[config.mk]
export PLATFORM = sky130hd
export DESIGN_NAME = pcm_level_meter
export DESIGN_NICKNAME = d
export VERILOG_FILES = /design/src/rtl/pcm_lm_pkg.sv /design/src/rtl/pcm_lm_rectify.sv /design/src/rtl/pcm_lm_accum.sv /design/src/rtl/pcm_lm_result.sv /design/src/rtl/pcm_level_meter.sv
export SDC_FILE = /design/constraint.sdc
export NUM_CORES = 1
export LEC_CHECK = 0
export BUFFER_PORTS_ARGS = -buffer_cell sky130_fd_sc_hd__buf_4
export CAP_MARGIN = 5
export CORE_ASPECT_RATIO = 2
export CORE_MARGIN = 4
export CORE_UTILIZATION = 41
export DETAILED_ROUTE_END_ITERATION = 16
export GPL_TIMING_DRIVEN = 1
export PLACE_DENSITY = 0.67
export SLEW_MARGIN = 40
export SYNTH_ARGS = -nofsm -noshare
export SYNTH_HDL_FRONTEND = slang
export SYNTH_HIERARCHICAL = 1
export SYNTH_SLANG_ARGS = --single-unit
[constraint.sdc]
create_clock -name clk -period 3.22 [get_ports clk]
set_clock_uncertainty 0.05 [all_clocks]
set_input_delay 0.322 -clock clk [delete_from_list [all_inputs] [get_ports clk]]
set_output_delay 0.322 -clock clk [all_outputs]
set_load 0.03 [all_outputs]
[src/rtl/pcm_lm_pkg.sv]
package pcm_lm_pkg;
  localparam int unsigned LM_SMP_W = 16;
  localparam int unsigned LM_RES_W = 15;
  localparam int unsigned LM_CMP_W = 8;
  localparam int unsigned LM_CNT_W = 8;
  localparam int unsigned LM_CH_W  = 2;

  typedef struct packed {
    logic               en;
    logic               lin;
    logic [LM_CH_W-1:0] sel;
  } lm_mode_t;
endpackage

[src/rtl/pcm_lm_rectify.sv]
module pcm_lm_rectify #(
  parameter int unsigned SMP_W = 16
) (
  input  logic signed [SMP_W-1:0] smp_i,
  output logic        [SMP_W-1:0] mag_o
);
  // Two's complement negate; the most negative value maps to 2^(SMP_W-1).
  always_comb begin
    if (smp_i[SMP_W-1]) mag_o = $unsigned(-smp_i);
    else                mag_o = $unsigned(smp_i);
  end
endmodule

[src/rtl/pcm_lm_accum.sv]
module pcm_lm_accum #(
  parameter int unsigned SMP_W = 16,
  parameter int unsigned RES_W = 15,
  parameter int unsigned CNT_W = 8
) (
  input  logic             clk,
  input  logic             rst_n,
  input  logic             take_i,
  input  logic             restart_i,
  input  logic [SMP_W-1:0] mag_i,
  input  logic [CNT_W-1:0] limit_i,
  output logic             latch_o,
  output logic [RES_W-1:0] res_o
);
  localparam int unsigned WIDE_W = ((SMP_W > RES_W) ? SMP_W : RES_W) + 1;
  localparam logic [RES_W-1:0]  RES_MAX = {RES_W{1'b1}};
  localparam logic [WIDE_W-1:0] WIDE_MAX = WIDE_W'(RES_MAX);

  logic [RES_W-1:0]  acc_q;
  logic [CNT_W-1:0]  cnt_q;
  logic [CNT_W-1:0]  eff_lim;
  logic [WIDE_W-1:0] sum_w;
  logic [CNT_W:0]    cnt_nx;
  logic              last;

  always_comb begin
    eff_lim = (limit_i == '0) ? CNT_W'(1) : limit_i;
    sum_w   = WIDE_W'(acc_q) + WIDE_W'(mag_i);
    res_o   = (sum_w > WIDE_MAX) ? RES_MAX : sum_w[RES_W-1:0];
    cnt_nx  = {1'b0, cnt_q} + (CNT_W+1)'(1);
    last    = cnt_nx >= {1'b0, eff_lim};
    latch_o = take_i && last && !restart_i;
  end

  always_ff @(posedge clk or negedge rst_n) begin
    if (!rst_n) begin
      acc_q <= '0;
      cnt_q <= '0;
    end else if (restart_i) begin
      acc_q <= '0;
      cnt_q <= '0;
    end else if (take_i) begin
      if (last) begin
        acc_q <= '0;
        cnt_q <= '0;
      end else begin
        acc_q <= res_o;
        cnt_q <= cnt_nx[CNT_W-1:0];
      end
    end
  end

  // a configuration change empties the window
  a_r9_restart_clears: assert property (@(posedge clk) disable iff (!rst_n)
    restart_i |=> (acc_q == '0) && (cnt_q == '0));
  // after a latch the next window starts empty
  a_r3_window_restarts: assert property (@(posedge clk) disable iff (!rst_n)
    latch_o |=> (acc_q == '0) && (cnt_q == '0));
  // the running sum never wraps below the partial sum
  a_r5_no_wrap: assert property (@(posedge clk) disable iff (!rst_n)
    take_i |-> (res_o >= acc_q));
endmodule

[src/rtl/pcm_lm_result.sv]
module pcm_lm_result #(
  parameter int unsigned RES_W = 15,
  parameter int unsigned CMP_W = 8
) (
  input  logic             clk,
  input  logic             rst_n,
  input  logic             latch_i,
  input  logic [RES_W-1:0] res_i,
  input  logic             cmp_wr_i,
  input  logic [CMP_W-1:0] cmp_i,
  input  logic             rd_hi_i,
  output logic [RES_W-CMP_W:0] lo_o,
  output logic [CMP_W-1:0] hi_o
);
  localparam int unsigned LO_W = RES_W - CMP_W;

  logic [LO_W-1:0] lo_res_q;
  logic            rdy_q;

  always_ff @(posedge clk or negedge rst_n) begin
    if (!rst_n) begin
      lo_res_q <= '0;
      hi_o     <= '0;
      rdy_q    <= 1'b0;
    end else if (latch_i) begin
      lo_res_q <= res_i[LO_W-1:0];
      hi_o     <= res_i[RES_W-1:LO_W];
      rdy_q    <= 1'b1;
    end else begin
      if (cmp_wr_i) hi_o  <= cmp_i;
      if (rd_hi_i)  rdy_q <= 1'b0;
    end
  end

  assign lo_o = {lo_res_q, rdy_q};

  // a latch always raises the flag
  a_r3_latch_sets_flag: assert property (@(posedge clk) disable iff (!rst_n)
    latch_i |=> lo_o[0]);
  // a high read with no new result drops the flag
  a_r6_rd_hi_clears: assert property (@(posedge clk) disable iff (!rst_n)
    (rd_hi_i && !latch_i) |=> !lo_o[0]);
  // the flag only rises on a latch
  a_r6_flag_only_on_latch: assert property (@(posedge clk) disable iff (!rst_n)
    (!latch_i && !lo_o[0]) |=> !lo_o[0]);
  // compressed codes land unchanged in the high register
  a_r8_cmp_copy: assert property (@(posedge clk) disable iff (!rst_n)
    cmp_wr_i |=> (hi_o == $past(cmp_i)) && $stable(lo_o[LO_W:1]));
  // without a write neither result field moves
  a_r10_hold: assert property (@(posedge clk) disable iff (!rst_n)
    (!latch_i && !cmp_wr_i) |=> $stable(hi_o) && $stable(lo_o[LO_W:1]));
endmodule

[src/rtl/pcm_level_meter.sv]
module pcm_level_meter
  import pcm_lm_pkg::*;
#(
  parameter int unsigned SMP_W = LM_SMP_W,
  parameter int unsigned RES_W = LM_RES_W,
  parameter int unsigned CMP_W = LM_CMP_W,
  parameter int unsigned CNT_W = LM_CNT_W,
  parameter int unsigned CH_W  = LM_CH_W
) (
  input  logic                    clk,
  input  logic                    rst_n,
  input  logic                    smp_valid,
  input  logic [CH_W-1:0]         smp_chan,
  input  logic signed [SMP_W-1:0] smp_lin,
  input  logic [CMP_W-1:0]        smp_cmp,
  input  logic                    cfg_en,
  input  logic                    cfg_lin,
  input  logic [CH_W-1:0]         cfg_sel,
  input  logic [CNT_W-1:0]        cfg_count,
  input  logic                    rd_lo,
  input  logic                    rd_hi,
  output logic [RES_W-CMP_W:0]    lo_q,
  output logic [CMP_W-1:0]        hi_q
);
  logic            mode_en_q, mode_lin_q;
  logic [CH_W-1:0] mode_sel_q;
  logic            restart, hit, take, cmp_wr, latch;
  logic [SMP_W-1:0] mag;
  logic [RES_W-1:0] res;
  logic            rd_lo_unused;

  assign rd_lo_unused = rd_lo; // low register reads carry no side effect

  always_ff @(posedge clk or negedge rst_n) begin
    if (!rst_n) begin
      mode_en_q  <= 1'b0;
      mode_lin_q <= 1'b0;
      mode_sel_q <= '0;
    end else begin
      mode_en_q  <= cfg_en;
      mode_lin_q <= cfg_lin;
      mode_sel_q <= cfg_sel;
    end
  end

  always_comb begin
    restart = (cfg_en != mode_en_q) || (cfg_lin != mode_lin_q) || (cfg_sel != mode_sel_q);
    hit     = smp_valid && cfg_en && (smp_chan == cfg_sel) && !restart;
    take    = hit && cfg_lin;
    cmp_wr  = hit && !cfg_lin;
  end

  pcm_lm_rectify #(.SMP_W(SMP_W)) u_rect (
    .smp_i (smp_lin),
    .mag_o (mag)
  );

  pcm_lm_accum #(.SMP_W(SMP_W), .RES_W(RES_W), .CNT_W(CNT_W)) u_acc (
    .clk       (clk),
    .rst_n     (rst_n),
    .take_i    (take),
    .restart_i (restart),
    .mag_i     (mag),
    .limit_i   (cfg_count),
    .latch_o   (latch),
    .res_o     (res)
  );

  pcm_lm_result #(.RES_W(RES_W), .CMP_W(CMP_W)) u_res (
    .clk      (clk),
    .rst_n    (rst_n),
    .latch_i  (latch),
    .res_i    (res),
    .cmp_wr_i (cmp_wr),
    .cmp_i    (smp_cmp),
    .rd_hi_i  (rd_hi),
    .lo_o     (lo_q),
    .hi_o     (hi_q)
  );

  // samples tagged for another channel leave the result fields alone
  a_r2_other_chan_ignored: assert property (@(posedge clk) disable iff (!rst_n)
    (smp_valid && (smp_chan != cfg_sel)) |=> $stable(hi_q) && $stable(lo_q[RES_W-CMP_W:1]));
  // while disabled, samples cause no register change
  a_r10_disabled_quiet: assert property (@(posedge clk) disable iff (!rst_n)
    (!cfg_en && !rd_hi) |=> $stable(hi_q) && $stable(lo_q));
endmodule

==> metrics.csv <==
stage,metric,value,unit
global_route,GRT overflow,0,
routing,WL/cell,15.6,um
critical_path,Worst Setup Path Type,in -> reg,
routing,Vias/cell,5.45,
timing,"Slew Viols, Final",0,
synthesis,Mapped Avg Cell Area,9.26,um^2
critical_path,Reg2Reg Capture Point,u_acc/acc_q[14]$_DFFE_PN0P_,
critical_path,Worst EP arrival,3180,ps
pwr,Pleak,2.29,nW
placement,Place WS,-247,ps
clock_tree,clock tree buffer depth,2,
clock_tree,clock sink count,43,
critical_path,worst r2r src,u_acc/cnt_q[0]$_DFFE_PN0P_,
placement,Final GP Congestion,0.857,
timing,pin slew with the least headroom to its limit,632,ps
die,chip height,134,um
clock_tree,CTS Buf Count,5,
critical_path,crit path capture type,flop,
placement,DP Area,4310,um^2
layout,most frequent cells in the layout,"buf_4, dfrtp_1, nand2_1",
die,initial cell density of the core,42.6,%
pwr,Max VDD drop,0.305,mV
critical_path,"Req. time, crit path",3340,ps
global_route,first-pass GRT wire length,14.9,mm
pwr,Pwr per Cell Area,302,nW/um^2
synthesis,Mapped Cells,352,
synthesis,Post-synth EDFFs,0,
clock_tree,CTS tree,done,
die,Die Wd,71.0,um
die,core area,7660,um^2
clock_tree,# H-tree levels,2,
synthesis,Compound-Gate Fraction of Synth Area,20.6,%
layout,Ant. Diodes,0,
min_path,Hold Crit Start,cfg_lin,
critical_path,CP Launch Type,input pin,
run,# Max-Cap Violations,0,
timing,Max Fclk,327,MHz
global_route,gr usage total,19.2,%
synthesis,"flops & latches, synth",43,
routing,antenna-violating nets left,0,
synthesis,top cell type's share of synthesized area,33.0,%
timing,Fin Setup TNS,0,ps
synthesis,Synth warnings,6,
timing,final hold slack,114,ps
timing,PnR worst setup slack,159,ps
min_path,worst hold path type,in -> reg,
pwr,Power Total,1.40,mW
placement,Post-DP HPWL,7.08,mm
timing,Final Hold Fails,0,
synthesis,ys flop type,dfrtp_1,
clock_tree,Clock Latency Late Sink,280,ps
global_route,vias in the first global route,3317,
synthesis,Area contributors post-synth,"dfrtp_1, ha_1, xnor2_1",
die,io pins,59,
layout,post-route cell area,4630,um^2
global_route,largest net degree at the start of global routing,44,
clock_tree,root buffer cell,clkbuf_16,
routing,Detailed Route WL,8.98,mm
critical_path,R2R setup slack,240,ps
die,die area,9530,um^2
clock_tree,clock-pin slew on the worst setup and hold paths,60,ps
layout,Area growth syn-to-layout,42.0,%
synthesis,post-synth top area cell,dfrtp_1,
timing,final period utilization,95.1,%
synthesis,"Cell Area, Synth",3260,um^2
synthesis,distinct cell type count after synthesis,52,
min_path,Hold Crit Depth,1,
timing,Max-slew headroom,57.5,%
synthesis,largest family of logic cells by synthesized area,compound AO/OA/AOI/OAI gates,
layout,share of cells above drive strength 1,37.6,%
synthesis,syn nets,421,
critical_path,critical path peak fanout,5,
timing,min Tclk post-route,3060,ps
routing,DRC violation count after routing,0,
layout,Layout Nets,549,
layout,"commonest non-fill, non-tap cell in the layout",buf_4,
synthesis,adder-cell share of the synthesized area,10.2,%
min_path,worst hold endpoint,mode_lin_q$_DFF_PN0_,
synthesis,async set or reset register ratio after synthesis,100,%
routing,DRT iter0 DRCs,95,
global_route,antenna violations before repair,0,
placement,I/O Buffers,57,
status,status,"finished, final reports clean",
routing,TritonRoute pass-1 iters,4,
synthesis,Simple-Gate Fraction of Synth Area,16.9,%
routing,via count,3133,
synthesis,XOR/XNOR Fraction of Synth Area,9.14,%
synthesis,post-synthesis mux area share,5.53,%
die,std cell rows,45,
timing,# setup viols final,0,
critical_path,cell count of the worst reg-to-reg path,12,
synthesis,"Seq/Total Area, Yosys",33.0,%
-- registers in the layout (all words and copies together) (netlist names) --
name / cells
u_res/lo_res_q: 7
mode_sel_q: 2
u_acc/cnt_q: 8
mode_lin_q: 1
u_acc/acc_q: 15
u_res/hi_o: 8
mode_en_q: 1
u_res/rdy_q: 1
-- power breakdown --
group          switching (mW)  leakage (nW)  internal, mW  total [mW]
sequential            0.00556         0.590         0.550       0.556
clock                   0.201        0.0772         0.330       0.532
combinational           0.160          1.63         0.151       0.311
-- stage by stage --
stage / util [%] / instances
CTS: 58.4 / 571
global placement: 56.2 / 562
detailed placement: 56.2 / 562
global route: 60.5 / 575
floorplan: - / 352
finish: 60.5 / 575
-- cells in the mapped netlist, types with 3 or more instances --
cell type and instances:
nor2_1 15, dfrtp_1 43, o21a_1 3, nand3_1 10, nand4_1 3, ha_1 25
a41oi_1 3, a21o_1 9, xor2_1 15, a22o_1 18, nor4_1 3, mux2_2 4
xnor2_1 19, nand2b_1 7, nor2b_1 5, a21oi_1 14, mux2i_1 9, a31oi_1 3
and3_1 4, buf_4 4, inv_1 21, nor3_1 6, nand2_1 40, o21ai_0 22
o2111ai_1 4, clkbuf_1 4, or3_1 4, o211ai_1 3, mux2_4 3
-- metal layers --
layer / track usage, % / vias up / wire length (um)
met1: 19.8 / 1502 / 3270
met5: 0 / - / 0
li1: - / 1534 / -
met2: 36.1 / 77 / 5080
met4: 10.1 / 0 / 295
met3: 2.55 / 20 / 329
-- area by class of cell --
type,instances,area (um^2)
Tap cell,94,118
Clock buffer,8,156
Inverter,21,78.8
Sequential cell,43,1080
Fill cell,706,3030
Multi-Input combinational cell,277,2190
Timing Repair Buffer,132,1010
-- timing repair --
action / CTS / global route
hold buffers: 1 / 0
setup endpoints to repair: 0 / 30
setup buffers: 0 / 4
hold endpoints to repair: 42 / 0
gates resized for setup: 0 / 28
-- how the worst max path moves through the flow --
stage / slack, ps / cells past startpoint / endpoint / from
final: 160 / 17 / u_res/lo_res_q[1]$_DFFE_PN0P_ / smp_lin[0]
after global routing: -20 / 15 / u_res/lo_res_q[1]$_DFFE_PN0P_ / smp_lin[4]
after CTS: 40 / 17 / u_res/lo_res_q[1]$_DFFE_PN0P_ / smp_lin[0]
after detailed placement: -250 / 14 / u_res/lo_res_q[1]$_DFFE_PN0P_ / smp_lin[0]
after global placement: -230 / 14 / u_res/lo_res_q[0]$_DFFE_PN0P_ / smp_lin[0]
after floorplan: -50 / 12 / u_res/lo_res_q[5]$_DFFE_PN0P_ / smp_lin[0]
-- critical path, stage by stage --
cell and delay (ps):
buf_4 120, buf_4 140, inv_1 50, ha_2 190, buf_4 140, buf_4 120, a41oi_2 90, xor2_1 180
ha_1 240, a21oi_1 190, nor2_1 60, or3_4 340, o41ai_4 340, buf_4 190, buf_4 130, nand2_1 60
mux2_2 270
-- cell families (layout without fill, tap and decap cells) --
family	Yosys count	after routing
buffers and inverters	32	161
adder cells (fa/ha/maj)	26	26
AO/OA/AOI/OAI	93	93
flip-flops	43	43
XOR/XNOR	34	34
multiplexers	16	16
AND/OR/NAND/NOR	108	108
No activity file was read; power rests on OpenSTA's default activity.
